## src/rtl/wdt_pkg.sv

```systemverilog
// Shared types for the key-sequenced watchdog.
// Assumes: nothing beyond IEEE 1800-2017 packages.
package wdt_pkg;

    // Classification of one key value leaving the write pipeline
    typedef enum logic [1:0] {
        KEV_NONE = 2'd0,
        KEV_ARM  = 2'd1,
        KEV_SVC  = 2'd2,
        KEV_BAD  = 2'd3
    } key_ev_t;

endpackage

```

## src/rtl/wdt_key_pipe.sv

```systemverilog
// Fixed-latency delay line for accepted key writes.
// Does: carries a valid flag and key value through LAT register stages.
// Assumes: LAT >= 1; only filtered (selected, privileged) writes enter.
module wdt_key_pipe #(
    parameter int DW  = 16,
    parameter int LAT = 3
) (
    input  logic          clk,
    input  logic          rst_n,
    input  logic          in_vld,
    input  logic [DW-1:0] in_key,
    output logic          out_vld,
    output logic [DW-1:0] out_key
);
    logic          vld_q [LAT];
    logic [DW-1:0] key_q [LAT];

    // First stage captures the incoming write
    always_ff @(posedge clk) begin
        if (!rst_n) begin
            vld_q[0] <= 1'b0;
            key_q[0] <= '0;
        end else begin
            vld_q[0] <= in_vld;
            key_q[0] <= in_key;
        end
    end

    genvar g;
    generate
        for (g = 1; g < LAT; g++) begin : g_stage
            // Each further stage shifts the previous stage forward
            always_ff @(posedge clk) begin
                if (!rst_n) begin
                    vld_q[g] <= 1'b0;
                    key_q[g] <= '0;
                end else begin
                    vld_q[g] <= vld_q[g-1];
                    key_q[g] <= key_q[g-1];
                end
            end
        end
    endgenerate

    assign out_vld = vld_q[LAT-1];
    assign out_key = key_q[LAT-1];
endmodule

```

## src/rtl/wdt_key_seq.sv

```systemverilog
// Arming/servicing key sequencer.
// Does: classifies each delayed key; the arming key sets the armed flag,
//       the servicing key gives a one-cycle service pulse when armed and
//       clears the flag, and any other value gives a one-cycle bad pulse.
// Assumes: the key arrives already delayed and privilege-filtered.
module wdt_key_seq
    import wdt_pkg::*;
#(
    parameter int          KW      = 16,
    parameter logic [KW-1:0] ARM_KEY = 16'hE51A,
    parameter logic [KW-1:0] SVC_KEY = 16'hA35C
) (
    input  logic          clk,
    input  logic          rst_n,
    input  logic          key_vld,
    input  logic [KW-1:0] key,
    output logic          armed,
    output logic          svc_hit,
    output logic          bad_hit
);
    key_ev_t ev;

    // Decode the key value into an event
    always_comb begin
        if (!key_vld)            ev = KEV_NONE;
        else if (key == ARM_KEY) ev = KEV_ARM;
        else if (key == SVC_KEY) ev = KEV_SVC;
        else                     ev = KEV_BAD;
    end

    assign svc_hit = (ev == KEV_SVC) && armed;
    assign bad_hit = (ev == KEV_BAD);

    // Track the armed state across writes
    always_ff @(posedge clk) begin
        if (!rst_n)               armed <= 1'b0;
        else if (ev == KEV_ARM)   armed <= 1'b1;
        else if (svc_hit)         armed <= 1'b0;
    end
endmodule

```

## src/rtl/wdt_down_counter.sv

```systemverilog
// Watchdog down counter.
// Does: loads {preload, ones} when first enabled or on service, counts
//       down while enabled, holds while disabled, flags expiry at zero.
// Assumes: service and enable may coincide; both load the same value.
module wdt_down_counter #(
    parameter int PRE_W = 12,
    parameter int LOW_W = 13,
    localparam int CW   = PRE_W + LOW_W
) (
    input  logic             clk,
    input  logic             rst_n,
    input  logic             enable,
    input  logic [PRE_W-1:0] preload,
    input  logic             reload,
    output logic [CW-1:0]    cnt,
    output logic             en_q,
    output logic             expired
);
    logic [CW-1:0] load_val;
    logic          start;

    assign load_val = {preload, {LOW_W{1'b1}}};
    assign start    = enable && !en_q;
    assign expired  = enable && en_q && (cnt == '0) && !reload;

    // Remember last cycle's enable to find the first enabled edge
    always_ff @(posedge clk) begin
        if (!rst_n) en_q <= 1'b0;
        else        en_q <= enable;
    end

    // Update the count: load, decrement or hold
    always_ff @(posedge clk) begin
        if (!rst_n)                      cnt <= '0;
        else if (start || reload)        cnt <= load_val;
        else if (enable && cnt != '0)    cnt <= cnt - 1'b1;
    end
endmodule

```

## src/rtl/keyed_watchdog.sv

```systemverilog
// Key-sequenced digital watchdog, top level.
// Does: filters register writes by select and privilege, delays them,
//       runs the key sequence, drives the counter and a sticky reset request.
// Assumes: DATA_W > KEY_W; the key sits in the low KEY_W bits of a write.
module keyed_watchdog #(
    parameter int              DATA_W  = 32,
    parameter int              KEY_W   = 16,
    parameter int              PRE_W   = 12,
    parameter int              LOW_W   = 13,
    parameter int              LAT     = 3,
    parameter logic [KEY_W-1:0] ARM_KEY = 16'hE51A,
    parameter logic [KEY_W-1:0] SVC_KEY = 16'hA35C,
    localparam int             CW      = PRE_W + LOW_W
) (
    input  logic              clk,
    input  logic              rst_n,
    input  logic              wr_en,
    input  logic              wr_sel,
    input  logic              wr_priv,
    input  logic [DATA_W-1:0] wr_data,
    output logic [DATA_W-1:0] rd_data,
    input  logic [PRE_W-1:0]  preload,
    input  logic              wd_enable,
    output logic [CW-1:0]     count,
    output logic              rst_req
);
    logic             acc_wr;
    logic             dly_vld;
    logic [KEY_W-1:0] dly_key;
    logic             armed;
    logic             svc_hit;
    logic             bad_hit;
    logic             en_q;
    logic             expired;
    logic             unused_rsvd;

    assign acc_wr      = wr_en && wr_sel && wr_priv;
    assign unused_rsvd = ^wr_data[DATA_W-1:KEY_W];
    assign rd_data     = '0;

    wdt_key_pipe #(.DW(KEY_W), .LAT(LAT)) u_pipe (
        .clk     (clk),
        .rst_n   (rst_n),
        .in_vld  (acc_wr),
        .in_key  (wr_data[KEY_W-1:0]),
        .out_vld (dly_vld),
        .out_key (dly_key)
    );

    wdt_key_seq #(.KW(KEY_W), .ARM_KEY(ARM_KEY), .SVC_KEY(SVC_KEY)) u_seq (
        .clk     (clk),
        .rst_n   (rst_n),
        .key_vld (dly_vld),
        .key     (dly_key),
        .armed   (armed),
        .svc_hit (svc_hit),
        .bad_hit (bad_hit)
    );

    wdt_down_counter #(.PRE_W(PRE_W), .LOW_W(LOW_W)) u_cnt (
        .clk     (clk),
        .rst_n   (rst_n),
        .enable  (wd_enable),
        .preload (preload),
        .reload  (svc_hit),
        .cnt     (count),
        .en_q    (en_q),
        .expired (expired)
    );

    // Latch a reset request on a bad key or on expiry until system reset
    always_ff @(posedge clk) begin
        if (!rst_n)                    rst_req <= 1'b0;
        else if (bad_hit || expired)   rst_req <= 1'b1;
    end
endmodule

```

## config.mk

```make
export PLATFORM = sky130hd
export DESIGN_NAME = keyed_watchdog
export DESIGN_NICKNAME = d
export VERILOG_FILES = /design/src/rtl/wdt_pkg.sv /design/src/rtl/wdt_key_pipe.sv /design/src/rtl/wdt_key_seq.sv /design/src/rtl/wdt_down_counter.sv /design/src/rtl/keyed_watchdog.sv
export SDC_FILE = /design/constraint.sdc
export NUM_CORES = 1
export LEC_CHECK = 0
export CAP_MARGIN = 20
export CORE_MARGIN = 2
export CORE_UTILIZATION = 40
export CTS_BUF_LIST = sky130_fd_sc_hd__clkbuf_8
export DETAILED_ROUTE_END_ITERATION = 8
export PLACE_DENSITY = 0.79
export SLEW_MARGIN = 15
export SYNTH_ARGS = -nofsm -noshare
export SYNTH_HDL_FRONTEND = slang
export SYNTH_HIERARCHICAL = 1
export SYNTH_SLANG_ARGS = --single-unit
```

## constraint.sdc

```tcl
create_clock -name clk -period 2.9 [get_ports clk]
set_clock_uncertainty 0.15 [all_clocks]
set_input_delay 0.435 -clock clk [delete_from_list [all_inputs] [get_ports clk]]
set_output_delay 0.435 -clock clk [all_outputs]
set_load 0.02 [all_outputs]
```

Word level (Yosys, flattened, before mapping)
Memory sizes are Yosys's and may differ from the RTL's.
Cells that the tools add are included.
Operators by class
  add/subtract/negate cells: 1
  equality and inequality tests: 5
  muxes and demuxes: 15
  bitwise gates (word level): 6
  reductions and logical operators: 16
Operator list (number)
  two-way mux 25 bit: 2
  two-way mux 16 bit: 3
  == test 16 bit, second input constant: 2
  logical NOT 25 bit: 1
  nonzero test 25 bit: 1
  subtractor 25 x 1 -> 25 bit, second input constant: 1
  logical AND 1 bit: 8
  two-way mux 1 bit: 8
  OR 1 bit: 6
  == test 2 bit, second input constant: 2
  two-way mux 2 bit: 2
  nonzero test 2 bit: 2
  == test 2 x 1 -> 1 bit, second input constant: 1
  logical NOT 1 bit: 2
  logical OR 1 bit: 2
Storage, ports and cells
  bits in registers: 28
  memory bits (writable): 51
  output and inout bits: 58
  memories: 2
Memories
  u_pipe.key_q: depth 3, bits a word 16, rd ports 3, clocked after Yosys merged registers in 0, wr ports 3, RTL line wdt_key_pipe.sv:16  | logic [DW-1:0] key_q [LAT];
  u_pipe.vld_q: depth 3, bits a word 1, rd ports 3, clocked after Yosys merged registers in 0, wr ports 3, RTL line wdt_key_pipe.sv:15  | logic vld_q [LAT];

Depth between registers and ports, before layout
Gate-level depths: netlist of the first run.
An unclocked memory read counts as a cell.
  depth after elaboration: 10
  depth in mapped cells: 9

Modules after synthesis
Netlist of the first run, hierarchy kept.
By module, submodules not included
  wdt_down_counter: instances 1, cells an instance 176, area each 1448.9 sq um
  wdt_key_pipe: instances 1, cells an instance 107, area each 1428.9 sq um
  keyed_watchdog: instances 1, cells an instance 36, area each 279.0 sq um
  wdt_key_seq: instances 1, cells an instance 17, area each 146.4 sq um

Worst setup path after synthesis of the first run
OpenSTA, ideal clock, no wires.
  path type: flip-flop to flip-flop
  from: reg u_cnt.cnt[8]
  to: reg u_cnt.cnt[23]
  data arrival time: 2.261 ns
  required time: 2.676 ns
  setup slack: 0.415 ns
  cell stages (with the launch flop): 7
  path buffers: 1
  clock period less this slack: 2.485 ns
  path through: dfxtp_1 > or4_1 > buf_2 > or2_1 > or4_1 > or3_1 > a31oi_1
On the way
  longest elaborated chain between the ends: 3
  elaborated cells between the ends (all ways): 6
  those cells by class: 1 x add/sub; 2 x mux; 3 x reduce/logical
RTL lines
  from (decl): RTL line wdt_down_counter.sv:15  | output logic [CW-1:0] cnt,
  from (signal assigned): RTL line wdt_down_counter.sv:35  | else if (start || reload) cnt <= load_val;
  from (signal assigned): RTL line wdt_down_counter.sv:36  | else if (enable && cnt != '0) cnt <= cnt - 1'b1;
  subtractor 25 x 1 -> 25 bit / nonzero test 25 bit (equally long branches): RTL line wdt_down_counter.sv:36
  two-way mux 25 bit / logical AND 1 bit (equally long branches): RTL line wdt_down_counter.sv:36
  two-way mux 25 bit / nonzero test 2 bit (equally long branches)
Parallel ways exist; a longest one is shown, timed or not. The select of a mux whose other input is x is not followed.
A chain may end at the register's enable or synchronous reset.

Final worst setup path of the first run
Same ends and word-level chain as after synthesis.

==> run_results.csv, run 1 <==
group,metric,value,unit
grt,gr-total-overflow,0,
timing,finalHoldViolCount,0,
setup_path,worstPathMaxFanout,7,
power,power_density,586.2,nW/um^2
cts,clock_sinks,79,
grt,first_global_vias,2201,
grt,grtUsageMet2,24.65,%
floorplan,ioPinCount,108,
logic_synthesis,syn_area,3303,um^2
grt,grt.total_usage,14.37,%
grt,grt_antenna_before_repair,0,
floorplan,core-area,8093,um^2
setup_path,worstSetupPathType,"register to register",
outcome,outcome,"complete, no violations",
cells_and_area,postLayoutCellArea,4126,um^2
timing,fmax,385.0,MHz
setup_path,worst_setup_path_end_kind,"register",
cells_and_area,drive_above_1_share,20.54,%
route,detail-route-antenna-nets,0,
floorplan,start_util,40.82,%
timing,setup_violations,0,
place,port_buffers,59,
cts,clk-insertion-delay-late,350,ps
route,drtPass1Iterations,4,
timing,slew_violations,0,
timing,period_share,89.57,%
setup_path,cp-start-kind,"register",
cts,post_cts_buffers,0,
grt,grt_pass1_wl,9784,um
floorplan,die-area,9001,um^2
logic_synthesis,ys_types,47,
power,p_leak,1.598,nW
route,post_drt_wl_per_cell,12.19,um
cts,cts_resized,0,
cts,clk_pin_slew,80,ps
place,post_dp_cell_area,3918,um^2
timing,rsz0062_at_grt,"false",
route,drc,0,
grt,busiest_layer,"met2",
logic_synthesis,ys_seq_elements,79,
cts,clockBufferDepth,2,
timing,period_needed,2597,ps
logic_synthesis,synth_edf_count,0,
setup_path,cp.required,3020,ps
logic_synthesis,ys_seq_area_share,47.88,%
route,num_vias,2456,
logic_synthesis,yosysWarnings,6,
floorplan,die_h,94.88,um
logic_synthesis,synth_ff_type,"dfxtp_1",
cells_and_area,layout_commonest_cell,"dfxtp_1",
setup_path,crit_arrival,2720,ps
cells_and_area,insertedDiodeCount,0,
grt,grt_util_met3,6.145,%
floorplan,die_w,94.88,um
min_path,hold_class,"register to register",
logic_synthesis,async_reset_ff_share,0,%
timing,setup_tns,0,ps
cells_and_area,final_util,50.99,%
logic_synthesis,syn_avg_cell_area,9.831,um^2
timing,maxSlewHeadroom,55.57,%
cts,cts_tree,"done",
timing,worst_slew_pin_slew,661.4,ps
power,ir_worst_vdd,0.4591,mV
cells_and_area,mostFrequentLayoutCells,"79 x dfxtp_1, 59 x clkdlybuf4s50_1, 51 x and2_2",
cts,htree_levels,3,
run,cap_violations,0,
cts,cts_root_buf,"clkbuf_8",
floorplan,core.rowCount,33,
place,hpwl,4377,um
grt,met1_usage,15.44,%
place,gp_congestion,0.8807,
route,via_per_inst,4.825,
route,wirelength,6206,um
grt,grt_max_degree,29,
cells_and_area,syn2layout_area_growth,24.92,%
power,power,2.419,mW
cts,cts_made_buffers,9,
logic_synthesis,synthCells,336,
route,drtIter0Drc,70,
cts,holdBufCountCts,0,
cells_and_area,nNetsFinal,453,
-- worst paths after layout --
kind	startpoint	endpoint	slack (ps)	cells after the start
hold reg to reg	u_pipe/key_q[1][6]$_SDFF_PN0_	u_pipe/key_q[2][6]$_SDFF_PN0_	290	1
setup reg to reg	u_cnt/cnt[8]$_SDFFE_PN0P_	u_cnt/cnt[23]$_SDFFE_PN0P_	300	5
hold / removal	u_pipe/key_q[1][6]$_SDFF_PN0_	u_pipe/key_q[2][6]$_SDFF_PN0_	290	1
setup / recovery	u_cnt/cnt[8]$_SDFFE_PN0P_	u_cnt/cnt[23]$_SDFFE_PN0P_	300	5
-- flip-flops by register name (all words and copies together) (netlist names) --
register / count
u_cnt/en_q: 1
u_pipe/vld_q: 3
u_pipe/key_q: 48
u_seq/armed: 1
u_cnt/cnt: 25
rst_req: 1
-- metrics by stage --
stage / setup WS (ps) / hold slack [ps] / instances
floorplan: 414.6 / 276.3 / 367
global placement: 402.9 / 278.9 / 495
detailed placement: 355.6 / 280.9 / 495
CTS: 295.8 / 289.7 / 509
global route: 164.6 / 300.4 / 509
finish: 302.6 / 292.5 / 509
-- metal layers --
layer	wire (um)	share of wire, %
met3	596	9.6
met5	0	0
met1	2567	41
met2	2967	48
met4	75	1.2
-- area by class of cell --
| type | count | area [um^2] |
|---|---|---|
| tap | 105 | 131.4 |
| inverter | 8 | 30.03 |
| clock inverter | 5 | 85.08 |
| sequential | 79 | 1582 |
| clock buffer | 9 | 123.9 |
| fill | 739 | 3966 |
| multi-input combinational | 234 | 1509 |
| timing repair buffer | 69 | 665.6 |
-- synth_stat cells, types with 3 or more instances --
library cell / instances / area, um^2
o21ai_0: 13 / 65.06
nand4_1: 5 / 31.28
nor3_1: 8 / 40.04
nor2_1: 11 / 41.29
and2_2: 51 / 382.9
or3_1: 5 / 31.28
dfxtp_1: 79 / 1582
or4_1: 10 / 75.07
inv_1: 8 / 30.03
nand3b_1: 3 / 22.52
a21oi_1: 11 / 55.05
a31oi_1: 14 / 87.58
nand3_1: 4 / 20.02
and3_1: 6 / 37.54
nand2_1: 8 / 30.03
o31ai_1: 9 / 67.56
clkbuf_2: 5 / 25.02
clkbuf_1: 6 / 22.52
buf_4: 32 / 240.2
a211oi_1: 5 / 37.54
xnor2_1: 9 / 78.83
buf_2: 3 / 15.01
-- worst max-delay path, cell delays in order (launching register included) --
cell and delay [ps]:
dfxtp_1 370, or4_1 660, or2_1 320, or4_1 520, or3_1 310, a31oi_1 200
-- kinds of logic (layout without fill, tap and decap cells) --
group	count (synthesis)	in the layout	share of synthesized area [%]
compound gates	63	63	12.50
xor+xnor	9	9	2.386
fa+ha+maj	2	2	0.7575
buf+inv	54	91	10.08
flops	79	79	47.88
other cells	1	32	0.1135
simple gates	128	128	26.29
-- power breakdown --
group	total (mW)	switching, mW	leakage, nW	internal (mW)
clock network	0.852	0.375	0.101	0.477
logic	0.379	0.202	0.845	0.177
registers	1.19	0.0450	0.652	1.14
Power figures use the tool's default switching activity.
==> run 2, diff against run 1 <==
- CTS_BUF_LIST: sky130_fd_sc_hd__clkbuf_8 -> unset
==> results of run 2 <==
Same layout as run 1: the final DEF is identical, and so are final timing and power.
